<file path="src/rtl/irqc_pkg.sv">
// Package: shared offsets, register kinds and the bank address layout of the
// dual-bank interrupt controller. Assumes byte offsets fit in eight bits.
package irqc_pkg;

    localparam int unsigned ADDR_W = 8;

    // Offsets inside one bank window, relative to the bank base
    localparam logic [ADDR_W-1:0] REL_PIRQ  = 8'h00;
    localparam logic [ADDR_W-1:0] REL_MASK  = 8'h04;
    localparam logic [ADDR_W-1:0] REL_STEER = 8'h08;
    localparam logic [ADDR_W-1:0] REL_PFIQ  = 8'h0C;
    localparam logic [ADDR_W-1:0] REL_RAW   = 8'h10;

    // Shared wake control word and the start of the second bank window
    localparam logic [ADDR_W-1:0] OFS_CTRL   = 8'h14;
    localparam logic [ADDR_W-1:0] BANK1_BASE = 8'h9C;
    localparam logic [ADDR_W-1:0] BANK_SPAN  = 8'h14;

    typedef enum logic [2:0] {
        K_NONE,
        K_PIRQ,
        K_MASK,
        K_STEER,
        K_PFIQ,
        K_RAW,
        K_CTRL
    } reg_kind_e;

    // Base offset of bank b: bank 0 at zero, later banks from BANK1_BASE on
    function automatic logic [ADDR_W-1:0] bank_base(input int unsigned b);
        if (b == 0) begin
            return '0;
        end
        return ADDR_W'(BANK1_BASE + (b - 1) * BANK_SPAN);
    endfunction

endpackage

</file>
<file path="src/rtl/irqc_decode.sv">
// Module: irqc_decode
// Turns a byte offset into a register kind and a bank index.
// Assumes bank windows do not overlap each other or the control offset.
module irqc_decode
    import irqc_pkg::*;
#(
    parameter int NUM_BANKS = 2,
    parameter int SEL_W     = 1
) (
    input  logic [ADDR_W-1:0] addr,
    output reg_kind_e         kind,
    output logic [SEL_W-1:0]  sel
);

    // Compare the offset against every bank window and the control word
    always_comb begin
        kind = K_NONE;
        sel  = '0;
        if (addr == OFS_CTRL) begin
            kind = K_CTRL;
        end
        for (int b = 0; b < NUM_BANKS; b++) begin
            if (addr == ADDR_W'(bank_base(b) + REL_PIRQ)) begin
                kind = K_PIRQ;
                sel  = SEL_W'(b);
            end
            if (addr == ADDR_W'(bank_base(b) + REL_MASK)) begin
                kind = K_MASK;
                sel  = SEL_W'(b);
            end
            if (addr == ADDR_W'(bank_base(b) + REL_STEER)) begin
                kind = K_STEER;
                sel  = SEL_W'(b);
            end
            if (addr == ADDR_W'(bank_base(b) + REL_PFIQ)) begin
                kind = K_PFIQ;
                sel  = SEL_W'(b);
            end
            if (addr == ADDR_W'(bank_base(b) + REL_RAW)) begin
                kind = K_RAW;
                sel  = SEL_W'(b);
            end
        end
    end

endmodule

</file>
<file path="src/rtl/irqc_bank.sv">
// Module: irqc_bank
// One bank of interrupt state. It holds the pending bits, which sample the
// pins every clock, plus the enable and routing words. It also produces the
// two filtered pending views. Only the low IMPL bits exist; the others are
// held at zero. Assumes a synchronous active-low reset.
module irqc_bank #(
    parameter int W    = 32,
    parameter int IMPL = 32
) (
    input  logic         clk,
    input  logic         rst_n,
    input  logic [W-1:0] pins,
    input  logic         mask_we,
    input  logic         steer_we,
    input  logic [W-1:0] wdata,
    output logic [W-1:0] pend_o,
    output logic [W-1:0] mask_o,
    output logic [W-1:0] steer_o,
    output logic [W-1:0] pirq_o,
    output logic [W-1:0] pfiq_o
);

    localparam logic [W-1:0] IMPL_MASK =
        (IMPL >= W) ? {W{1'b1}} : W'((64'd1 << IMPL) - 64'd1);

    logic [W-1:0] pend_q;
    logic [W-1:0] mask_q;
    logic [W-1:0] steer_q;

    // Pending bits follow the pin levels with one clock of delay
    always_ff @(posedge clk) begin
        if (!rst_n) begin
            pend_q <= '0;
        end else begin
            pend_q <= pins & IMPL_MASK;
        end
    end

    // Enable and routing words take software writes
    always_ff @(posedge clk) begin
        if (!rst_n) begin
            mask_q  <= '0;
            steer_q <= '0;
        end else begin
            if (mask_we) begin
                mask_q <= wdata & IMPL_MASK;
            end
            if (steer_we) begin
                steer_q <= wdata & IMPL_MASK;
            end
        end
    end

    // Filtered views for the normal and fast pending reads
    always_comb begin
        pirq_o = pend_q & mask_q & ~steer_q;
        pfiq_o = pend_q & mask_q & steer_q;
    end

    assign pend_o  = pend_q;
    assign mask_o  = mask_q;
    assign steer_o = steer_q;

endmodule

</file>
<file path="src/rtl/irqc_out.sv">
// Module: irqc_out
// Reduces the flattened bank state to the three CPU-facing requests and
// registers them. Assumes the vectors are already zero in unused bits.
module irqc_out #(
    parameter int N = 64
) (
    input  logic         clk,
    input  logic         rst_n,
    input  logic [N-1:0] pend,
    input  logic [N-1:0] mask,
    input  logic [N-1:0] steer,
    input  logic         idle_obey,
    input  logic         core_halted,
    output logic         fiq_o,
    output logic         irq_o,
    output logic         wake_o
);

    logic [N-1:0] live;
    logic [N-1:0] wake_mask;

    // Enabled pending lines, and the wider set allowed to wake the core
    always_comb begin
        live      = pend & mask;
        wake_mask = mask | {N{~idle_obey}};
    end

    // Register the three requests
    always_ff @(posedge clk) begin
        if (!rst_n) begin
            fiq_o  <= 1'b0;
            irq_o  <= 1'b0;
            wake_o <= 1'b0;
        end else begin
            fiq_o  <= |(live & steer);
            irq_o  <= |(live & ~steer);
            wake_o <= core_halted && (|(pend & wake_mask));
        end
    end

endmodule

</file>
<file path="src/rtl/irq_bank_ctrl.sv">
// Module: irq_bank_ctrl (top)
// Dual-bank maskable interrupt controller. It builds the banks, decodes the
// register strobes, holds the wake control bit and multiplexes read data.
// Assumes single-cycle strobes and a synchronous active-low reset.
module irq_bank_ctrl
    import irqc_pkg::*;
#(
    parameter int NUM_SRC = 40,
    parameter int BANK_W  = 32
) (
    input  logic               clk,
    input  logic               rst_n,
    input  logic [NUM_SRC-1:0] src_in,
    input  logic               core_halted,
    input  logic               wr_en,
    input  logic               rd_en,
    input  logic [ADDR_W-1:0]  addr,
    input  logic [BANK_W-1:0]  wdata,
    output logic [BANK_W-1:0]  rdata,
    output logic               fiq_o,
    output logic               irq_o,
    output logic               wake_o
);

    localparam int NUM_BANKS = (NUM_SRC + BANK_W - 1) / BANK_W;
    localparam int PAD_W     = NUM_BANKS * BANK_W;
    localparam int SEL_W     = (NUM_BANKS > 1) ? $clog2(NUM_BANKS) : 1;

    reg_kind_e          kind;
    logic [SEL_W-1:0]   sel;
    logic               idle_obey;
    logic [PAD_W-1:0]   pins_pad;
    logic [PAD_W-1:0]   pend_pad;
    logic [PAD_W-1:0]   mask_pad;
    logic [PAD_W-1:0]   steer_pad;
    logic [BANK_W-1:0]  pend_w  [NUM_BANKS];
    logic [BANK_W-1:0]  mask_w  [NUM_BANKS];
    logic [BANK_W-1:0]  steer_w [NUM_BANKS];
    logic [BANK_W-1:0]  pirq_w  [NUM_BANKS];
    logic [BANK_W-1:0]  pfiq_w  [NUM_BANKS];

    assign pins_pad = PAD_W'(src_in);

    irqc_decode #(
        .NUM_BANKS (NUM_BANKS),
        .SEL_W     (SEL_W)
    ) u_decode (
        .addr (addr),
        .kind (kind),
        .sel  (sel)
    );

    for (genvar b = 0; b < NUM_BANKS; b++) begin : g_bank
        localparam int LO   = b * BANK_W;
        localparam int REM  = NUM_SRC - LO;
        localparam int IMPL = (REM >= BANK_W) ? BANK_W : REM;

        irqc_bank #(
            .W    (BANK_W),
            .IMPL (IMPL)
        ) u_bank (
            .clk      (clk),
            .rst_n    (rst_n),
            .pins     (pins_pad[LO +: BANK_W]),
            .mask_we  (wr_en && (kind == K_MASK)  && (sel == SEL_W'(b))),
            .steer_we (wr_en && (kind == K_STEER) && (sel == SEL_W'(b))),
            .wdata    (wdata),
            .pend_o   (pend_w[b]),
            .mask_o   (mask_w[b]),
            .steer_o  (steer_w[b]),
            .pirq_o   (pirq_w[b]),
            .pfiq_o   (pfiq_w[b])
        );

        assign pend_pad[LO +: BANK_W]  = pend_w[b];
        assign mask_pad[LO +: BANK_W]  = mask_w[b];
        assign steer_pad[LO +: BANK_W] = steer_w[b];
    end

    // Wake control bit: 1 makes wake obey the enables
    always_ff @(posedge clk) begin
        if (!rst_n) begin
            idle_obey <= 1'b1;
        end else if (wr_en && (kind == K_CTRL)) begin
            idle_obey <= wdata[0];
        end
    end

    // Read multiplexer, zero when idle or unmapped
    always_comb begin
        rdata = '0;
        if (rd_en) begin
            case (kind)
                K_PIRQ:  rdata = pirq_w[sel];
                K_MASK:  rdata = mask_w[sel];
                K_STEER: rdata = steer_w[sel];
                K_PFIQ:  rdata = pfiq_w[sel];
                K_RAW:   rdata = pend_w[sel];
                K_CTRL:  rdata = BANK_W'(idle_obey);
                default: rdata = '0;
            endcase
        end
    end

    irqc_out #(
        .N (PAD_W)
    ) u_out (
        .clk         (clk),
        .rst_n       (rst_n),
        .pend        (pend_pad),
        .mask        (mask_pad),
        .steer       (steer_pad),
        .idle_obey   (idle_obey),
        .core_halted (core_halted),
        .fiq_o       (fiq_o),
        .irq_o       (irq_o),
        .wake_o      (wake_o)
    );

endmodule

</file>
<file path="config.mk">
export PLATFORM = sky130hd
export DESIGN_NAME = irq_bank_ctrl
export DESIGN_NICKNAME = d
export VERILOG_FILES = /design/src/rtl/irqc_pkg.sv /design/src/rtl/irqc_decode.sv /design/src/rtl/irqc_bank.sv /design/src/rtl/irqc_out.sv /design/src/rtl/irq_bank_ctrl.sv
export SDC_FILE = /design/constraint.sdc
export NUM_CORES = 1
export LEC_CHECK = 0
export BUFFER_PORTS_ARGS = -buffer_cell sky130_fd_sc_hd__buf_2
export CAP_MARGIN = 25
export CORE_AREA = 2 2 113 115
export CTS_CLUSTER_DIAMETER = 30
export DETAILED_ROUTE_END_ITERATION = 7
export DIE_AREA = 0 0 115 117
export PLACE_DENSITY = 0.8
export SKIP_CTS_REPAIR_TIMING = 1
export SYNTH_ARGS = -nofsm -noshare
export SYNTH_HDL_FRONTEND = slang
export SYNTH_SLANG_ARGS = --single-unit
export TNS_END_PERCENT = 1
</file>
<file path="constraint.sdc">
create_clock -name clk -period 2.5 [get_ports clk]
set_clock_uncertainty 0.1 [all_clocks]
set_input_delay 0.375 -clock clk [delete_from_list [all_inputs] [get_ports clk]]
set_output_delay 0.375 -clock clk [all_outputs]
set_load 0.02 [all_outputs]
</file>
==> results.py, run 1 <==
metrics = {
    "outcome": {
        "status": "finished with violations",
        "violations": "negative setup slack",
    },
    "pwr": {
        "vdd_drop_max_v": 0.0006121,
        "powerDensity_mw_per_mm2": 569.9,
        "p_leak_nw": 3.508,
        "power.total_mw": 5.154,
    },
    "floorplan": {
        "die_w_um": 115,
        "start_util_pct": 55.19,
        "coreArea_sq_mm": 0.01231,
        "fp.dieH_um": 117,
        "rows": 41,
        "io_pins": 120,
        "die-area_sq_mm": 0.01346,
    },
    "route": {
        "dr_wl_met3_um": 2937,
        "routed.top_layer": "met4",
        "postRouteWirelength_um": 24820,
        "dr.pass1.iters": 6,
        "wl_met1_um": 9861,
        "num_vias": 7896,
        "vias_per_cell": 6.425,
        "wl_met2_um": 11010,
        "drc_errors": 0,
        "drt_iter0_drc": 1300,
        "wl_per_cell_um": 20.20,
        "ant_nets": 0,
    },
    "min_path": {
        "min_path_type": "in -> reg",
        "hold_start": "src_in[0]",
        "timing.hold.worst_endpoint": "g_bank[0].u_bank.pend_o[0]",
        "hold_depth": 2,
    },
    "timing": {
        "fin_ws_ps": -237.4,
        "rsz0062_at_grt": "true",
        "hold_viol": 0,
        "slew_viol_final": 0,
        "tightest_slew_ps": 576.6,
        "clock.fmax_mhz": 365.3,
        "period_needed_ps": 2737,
        "min_period_over_period_pct": 109.5,
        "slew_headroom_pct": 61.50,
        "setup_viol_count_final": 30,
        "fin_hold_ws_ps": 46.24,
    },
    "placement": {
        "portBuffers": 119,
        "hpwl_um": 16810,
        "gp_congestion": 0.9932,
        "dp_cells": 1185,
    },
    "global_routing": {
        "grt_pass1_vias": 6911,
        "grt_use_total_pct": 35.16,
        "antenna_found_initial": 0,
        "grt_pass1_wl_um": 36470,
        "overflow": 0,
        "grt_max_degree": 53,
    },
    "setup_path": {
        "r2r-end": "u_out.irq_o",
        "crit_required_ps": 2030,
        "endpoint_kind": "output port",
        "timing.rr.start": "g_bank[0].u_bank.pend_o[5]",
        "rrSetupSlack_ps": 440,
        "cp.arrival_ps": 2260,
        "critPathKind": "in -> out",
        "start_kind": "primary input",
        "cp_max_fo": 6,
        "reg2reg_depth": 6,
    },
    "synth": {
        "synth.top_cell.area_share_pct": 36.53,
        "ys_top_cells_by_area": "dfxtp_1 (37%), nand2_1 (11%), a21oi_1 (5.6%)",
        "synth_edf_count": 0,
        "netlist_instances": 899,
        "synth_cell_types": 59,
        "synth_seq_area_share_pct": 36.53,
        "netlist_area_sq_mm": 0.006795,
        "avgSynthCellArea_sq_um": 7.559,
        "ys_warn_count": 0,
        "synth_top_area_cell": "dfxtp_1",
        "ys_ff_latch": 124,
        "synth-async-reset-ratio_pct": 0,
        "ys.flop_type": "dfxtp_1",
        "synth_fp_nets": 984,
    },
    "cts": {
        "cts_tree": "built",
        "clock-sinks": 124,
        "cts.clk_slew.worst_paths_ps": 60,
        "cts_buffers": 17,
        "cts_buffer_depth": 2,
        "cts-root-buf": "clkbuf_16",
        "insertion_delay_ps": 430,
        "cts.htree.levels": 4,
    },
    "job": {
        "drv_cap": 0,
    },
    "cells_and_area": {
        "drive_gt1_share_pct": 28.08,
        "fillers": 944,
        "diodes": 0,
        "nNetsFinal": 1152,
        "area_growth_pct": 33.11,
        "final_cells": 1229,
    },
}
[cells in the mapped netlist (12+ instances only)]
| master | n |
|---|---|
| buf_2 | 15 |
| and2_1 | 42 |
| nor3b_1 | 14 |
| clkbuf_1 | 26 |
| a31oi_1 | 29 |
| nand4_1 | 24 |
| a21oi_1 | 76 |
| o21ai_1 | 26 |
| o21ai_0 | 24 |
| o22ai_1 | 17 |
| nor4_1 | 14 |
| nand3_1 | 46 |
| dfxtp_1 | 124 |
| mux2_2 | 12 |
| nor2_1 | 46 |
| nor3_1 | 32 |
| mux2i_1 | 35 |
| nand2_1 | 204 |
[cells by family after synthesis]
kind of cell | Yosys count | share of synthesized area (%)
AOI/OAI and AO/OA | 207 | 17.95
buffers and inverters | 61 | 4.769
DFF | 124 | 36.53
muxes | 47 | 7.144
and+or+nand+nor | 460 | 33.60
[worst max path at each step]
stage	start	end	slack, ps	cells after the start
CTS	addr[4]	rdata[3]	-220	8
finish	addr[0]	rdata[5]	-240	11
floorplan	addr[5]	rdata[9]	-40	7
global route	addr[7]	rdata[27]	-250	9
detailed placement	addr[4]	rdata[3]	-190	8
global placement	addr[4]	rdata[3]	-170	8
[power by group]
group,total (mW),switching (mW),internal [mW]
Combinational,0.333,0.171,0.163
Clock,2.75,0.927,1.82
Sequential,2.07,0.0554,2.01
[worst max-delay path, stage by stage]
cell and delay, ps:
buf_8 100, nor3_4 290, o211ai_1 140, buf_4 170
buf_6 120, buf_8 130, or3_4 330, a21oi_2 150
a21oi_2 50, a31oi_2 220, buf_4 180
[cell usage in the layout (no fill, tap or decap), types with 9 or more instances in the layout]
| cell | synthesis | layout |
|---|---|---|
| a21oi_1 | 76 | 70 |
| a31oi_1 | 29 | 23 |
| and2_1 | 42 | 42 |
| buf_12 | 0 | 12 |
| buf_2 | 15 | 95 |
| buf_4 | 6 | 85 |
| buf_6 | 7 | 9 |
| clkbuf_16 | 0 | 18 |
| dfxtp_1 | 124 | 124 |
| mux2_2 | 12 | 12 |
| mux2i_1 | 35 | 34 |
| nand2_1 | 204 | 201 |
| nand3_1 | 46 | 46 |
| nand4_1 | 24 | 24 |
| nor2_1 | 46 | 45 |
| nor3_1 | 32 | 26 |
| nor3b_1 | 14 | 9 |
| nor3b_2 | 7 | 12 |
| nor4_1 | 14 | 14 |
| o21ai_0 | 24 | 19 |
| o21ai_1 | 26 | 28 |
| o22ai_1 | 17 | 17 |
[routing by layer]
layer	global-route usage, %	up-vias
li1	-	3564
met1	47.88	3653
met2	53.37	576
met3	8.548	103
met4	15.18	0
met5	0	-
[registers in the layout (all words and copies together) (netlist names)]
signal / count
u_out.fiq_o: 1
g_bank.u_bank.pend_o: 40
u_out.irq_o: 1
g_bank.u_bank.steer_o: 40
idle_obey: 1
u_out.wake_o: 1
g_bank.u_bank.mask_o: 40
[final cells by class]
cell class / count / area [sq um] / share of cell area, %
Multi-Input combinational cell: 714 / 4194 / 46.37
Timing Repair Buffer: 204 / 1510 / 16.70
Inverter: 6 / 22.52 / 0.2490
Clock buffer: 22 / 464.2 / 5.132
Tap cell: 150 / 187.7 / 2.075
Clock inverter: 9 / 183.9 / 2.033
Sequential cell: 124 / 2482 / 27.45
[per-stage QoR]
stage               setup slack [ps]  utilization (%)  TNS (ps)  instance area, sq um
CTS                           -218.5            70.08     -4819                  8628
global placement              -171.8            64.82     -3778                  7980
finish                        -237.4            73.47     -2501                  9045
detailed placement            -193.8            64.82     -4156                  7980
floorplan                     -40.78                -    -205.8                  6802
global route                  -249.5            73.47     -5506                  9045
No activity file was read; power rests on OpenSTA's default activity.
==> run 2, diff against run 1 <==
- CORE_AREA: 2 2 113 115 -> 2 2 119 121
- DIE_AREA: 0 0 115 117 -> 0 0 121 123
- PLACE_DENSITY: 0.8 -> 0.76
- clock period: 2.5 -> 2.45 ns (I/O delays scaled with it)
==> run 2 against run 1 <==
  * The flow still finishes with violations (negative setup slack)
  * Sequential share of layout area is 0.37 points higher
  * Cell count is 1.4% higher
  * Power is 1.5% higher
  * Core utilization is 7.9 points lower
  * Via count is 3.1% lower
  * Sequential power is 2% higher
  * Critical endpoint is now rdata[1]
  * Highest routed layer unchanged
==> results.py, run 2 (same netlist as run 1, synthesis figures left out) <==
metrics = {
    "route": {
        "ant_nets": 0,
        "wl_per_cell_um": 18.91,
        "postRouteWirelength_um": 23560,
        "drc_errors": 0,
        "dr.pass1.iters": 5,
        "drt_iter0_drc": 1212,
        "vias_per_cell": 6.144,
        "num_vias": 7655,
    },
    "setup_path": {
        "critPathKind": "in -> out",
        "cp.arrival_ps": 2300,
        "endpoint_kind": "output port",
        "crit_required_ps": 1980,
        "start_kind": "primary input",
        "cp_max_fo": 20,
    },
    "pwr": {
        "p_leak_nw": 3.424,
        "vdd_drop_max_v": 0.0004502,
        "powerDensity_mw_per_mm2": 586.4,
        "power.total_mw": 5.234,
    },
    "timing": {
        "tightest_slew_ps": 638.0,
        "slew_headroom_pct": 57.18,
        "hold_viol": 0,
        "clock.fmax_mhz": 361.1,
        "period_needed_ps": 2769,
        "tns_ps": -7449,
        "slew_viol_final": 0,
        "min_period_over_period_pct": 113.0,
        "fin_ws_ps": -319.2,
        "rsz0062_at_grt": "true",
        "setup_viol_count_final": 32,
    },
    "global_routing": {
        "grt_max_degree": 43,
        "grt_pass1_wl_um": 36270,
        "overflow": 0,
        "antenna_found_initial": 0,
        "grt_pass1_vias": 6965,
        "grt_use_total_pct": 31.27,
    },
    "cells_and_area": {
        "final_cells": 1246,
        "diodes": 0,
        "fillers": 1174,
        "final-seq-area_sq_mm": 0.002482,
        "fin_util_pct": 65.58,
        "final_common_cell": "nand2_1",
        "mostFrequentLayoutCells": "nand2_1 (204), dfxtp_1 (124), buf_2 (102)",
        "nNetsFinal": 1138,
        "drive_gt1_share_pct": 26.64,
        "multiInputGateArea_sq_mm": 0.004192,
        "area_growth_pct": 31.36,
    },
    "cts": {
        "cts-root-buf": "clkbuf_16",
        "cts_tree": "built",
        "cts.clk_slew.worst_paths_ps": 60,
        "cts_buffer_depth": 2,
        "clock-sinks": 124,
        "insertion_delay_ps": 430,
        "cts_buffers": 17,
        "cts.htree.levels": 4,
    },
    "job": {
        "drv_cap": 0,
    },
    "floorplan": {
        "io_pins": 120,
        "rows": 43,
        "fp.dieH_um": 123,
        "die_w_um": 121,
        "start_util_pct": 49.92,
        "coreArea_sq_mm": 0.01361,
        "die-area_sq_mm": 0.01488,
    },
    "placement": {
        "dp_cells": 1209,
        "gp_congestion": 1.058,
        "hpwl_um": 16470,
        "pre_cts_slack_ps": -324.6,
        "portBuffers": 119,
    },
    "outcome": {
        "violations": "negative setup slack",
        "status": "finished with violations",
    },
    "min_path": {
        "min_path_type": "in -> reg",
    },
}
[run 2: where the power goes]
part | internal [mW] | switching (mW)
Clock | 1.86 | 0.940
Sequential | 2.06 | 0.0564
Combinational | 0.152 | 0.167
Total | 4.07 | 1.16
[run 2: metal layers]
| metal | wire length [um] | global-route usage [%] | part of all wire, % | up-vias |
|---|---|---|---|---|
| met1 | 9522 | 42.54 | 40 | 3495 |
| met4 | 863 | 13.95 | 3.7 | 0 |
| li1 | - | - | - | 3523 |
| met5 | 0 | 0 | 0 | - |
| met2 | 10320 | 46.88 | 44 | 556 |
| met3 | 2851 | 7.795 | 12 | 81 |
[run 2: final cells by class]
class                      instances  area share, %
multi-input combinational        714          46.96
sequential                       124          27.81
timing repair buffer             190          15.00
clock buffer                      19          5.074
tap                              180          2.523
clock inverter                    13          2.383
inverter                           6         0.2523
[run 2: worst max-delay path, cell delays in order]
cell      delay [ps]
buf_2            130
buf_6            120
and2b_1          180
o211ai_1         280
buf_12           210
mux2_2           350
a221oi_1         340
a21oi_1          140
buf_2            170
[run 2: metrics by stage]
step	hold slack, ps	area [sq um]
2_1_floorplan	359.3	6814
3_3_place_gp	375.1	7973
3_5_place_dp	378.0	7973
4_1_cts	37.44	8638
5_1_grt	41.91	8926
6_report	41.57	8926
[run 2: final timing paths]
path,startpoint,slack (ps),end,cells after the start
setup reg to reg,g_bank[0].u_bank.pend_o[5],460,u_out.wake_o,5
hold / removal,src_in[25],40,g_bank[0].u_bank.pend_o[25],2
setup / recovery,addr[5],-320,rdata[1],9
hold reg to reg,g_bank[0].u_bank.mask_o[16],390,g_bank[0].u_bank.mask_o[16],2
==> run 3, diff against run 2 <==
- CORE_AREA: 2 2 119 121 -> 2 2 115 172
- DIE_AREA: 0 0 121 123 -> 0 0 117 174
- PLACE_DENSITY: 0.76 -> unset
- PLACE_DENSITY_LB_ADDON: unset -> 0.2
- SYNTH_HIERARCHICAL: unset -> 1
==> run 3 against run 2 <==
  * The flow still finishes with violations (negative setup slack)
  * Critical path depth rose by 1
  * Register-to-register slack worse by 130 ps
  * Sequential power barely moved
  * Die area up 37%
  * First-iteration DRC count decreased by 31%
  * Cell area increased by 31%
  * Core utilization shrank 4.0 points
  * Hold slack got worse by 13 ps
  * Largest cell class unchanged
  * Largest power group unchanged
==> results.py, run 3 <==
metrics = {
    "route": {
        "dr.pass1.iters": 6,
        "num_vias": 9481,
        "drc_errors": 0,
        "drt_iter0_drc": 840,
        "ant_nets": 0,
        "vias_per_cell": 5.885,
        "postRouteWirelength_um": 35110,
        "wl_per_cell_um": 21.79,
    },
    "global_routing": {
        "grt_max_degree": 65,
        "antenna_found_initial": 0,
        "grt_use_total_pct": 33.18,
        "overflow": 0,
        "grt_pass1_wl_um": 50570,
        "grt_pass1_vias": 8812,
    },
    "pwr": {
        "p_leak_nw": 4.070,
        "powerDensity_mw_per_mm2": 426.0,
        "vdd_drop_max_v": 0.0004609,
    },
    "floorplan": {
        "rows": 62,
        "io_pins": 120,
        "fp.dieH_um": 174,
        "coreArea_sq_mm": 0.01901,
        "die-area_sq_mm": 0.02036,
        "start_util_pct": 52.64,
        "die_w_um": 117,
    },
    "job": {
        "drv_cap": 0,
    },
    "timing": {
        "fin_ws_ps": -430.4,
        "setup_viol_count_final": 32,
        "tns_ps": -12550,
        "slew_headroom_pct": 57.38,
        "hold_viol": 0,
        "clock.fmax_mhz": 347.2,
        "rsz0062_at_grt": "true",
        "fin_hold_ws_ps": 28.87,
        "period_needed_ps": 2880,
        "min_period_over_period_pct": 117.6,
        "slew_viol_final": 0,
        "tightest_slew_ps": 633.5,
    },
    "cts": {
        "cts.htree.levels": 4,
        "clock-sinks": 124,
        "cts_buffers": 17,
        "cts_buffer_depth": 2,
        "cts-root-buf": "clkbuf_16",
        "insertion_delay_ps": 440,
        "cts.clk_slew.worst_paths_ps": 60,
        "cts_tree": "built",
    },
    "setup_path": {
        "cpLargestDelayFamily": "buffers and inverters",
        "crit_required_ps": 1980,
        "worst-path-buf-inv": 5,
        "crit_path_cell_trace": "buf_6 > or3_4 > nor3b_4 > buf_6 > buf_12 > clkbuf_16 > mux2i_1 > o22ai_2 > o31a_1 > buf_2",
        "start_kind": "primary input",
        "cp_slowest_stage_delay_ps": 420,
        "endpoint_kind": "output port",
        "cp_max_fo": 7,
        "cp.arrival_ps": 2410,
        "critPathKind": "in -> out",
        "cp_common_cell": "buf_6",
        "slowest_stage": "or3_4",
    },
    "cells_and_area": {
        "multiInputGateArea_sq_mm": 0.006693,
        "final-seq-area_sq_mm": 0.002482,
        "diodes": 0,
        "final_cells": 1611,
        "fin_util_pct": 61.53,
        "final_area_sq_mm": 0.01170,
        "area_growth_pct": 16.90,
        "drive_gt1_share_pct": 18.45,
        "final_common_cell": "mux2i_1",
        "nNetsFinal": 1428,
        "fillers": 1727,
        "mostFrequentLayoutCells": "mux2i_1 (229), dfxtp_1 (124), conb_1 (120)",
    },
    "synth": {
        "netlist_area_sq_mm": 0.01000,
        "avgSynthCellArea_sq_um": 8.303,
        "netlist_instances": 1205,
        "ys_warn_count": 6,
    },
    "placement": {
        "hpwl_um": 26170,
        "place_area_sq_mm": 0.01056,
        "gp_congestion": 1.088,
        "portBuffers": 119,
        "dp_cells": 1563,
    },
    "outcome": {
        "violations": "negative setup slack",
        "status": "finished with violations",
    },
    "min_path": {
        "min_path_type": "in -> reg",
    },
}
-- run 3: layout make-up --
type | count | share of cell area, %
clock buffers | 18 | 3.755
clock inverters | 13 | 0.8024
inverters | 3 | 0.09629
multi-input cells | 1014 | 57.23
flip-flops and latches | 124 | 21.23
well taps | 256 | 2.739
repair buffers | 183 | 14.15
-- run 3: report_power, final --
group          switching [mW]  internal, mW
logic                   0.309         0.225
registers              0.0730          2.06
clock network            1.00          1.31
total                    1.38          3.60
-- run 3: metrics by stage --
| stage | total power, mW | setup slack (ps) |
|---|---|---|
| after floorplan | 2.577 | -73.41 |
| after global placement | 2.620 | -348.5 |
| after detailed placement | 2.622 | -387.7 |
| after CTS | 4.946 | -389.5 |
| after global routing | 5.153 | -496.1 |
| final | 4.982 | -430.4 |
-- run 3: worst paths after layout --
check                              start                          end  cells past startpoint  slack (ps)
max                              addr[0]                    rdata[24]                     10        -430
min                            src_in[7]   g_bank[0].u_bank/pend_o[7]                      2          30
max reg2reg   g_bank[0].u_bank/pend_o[4]                 u_out/wake_o                      4         330
min reg2reg  g_bank[0].u_bank/steer_o[1]  g_bank[0].u_bank/steer_o[1]                      2         490
-- run 3: metal layers --
metal  track usage [%]  part of all wire, %  vias up
met5                 0                    0        -
met4             16.62                  5.7        0
met3             5.091                  5.7      105
met2             56.98                   50      442
met1             39.34                   39     4503
li1                  -                    -     4431
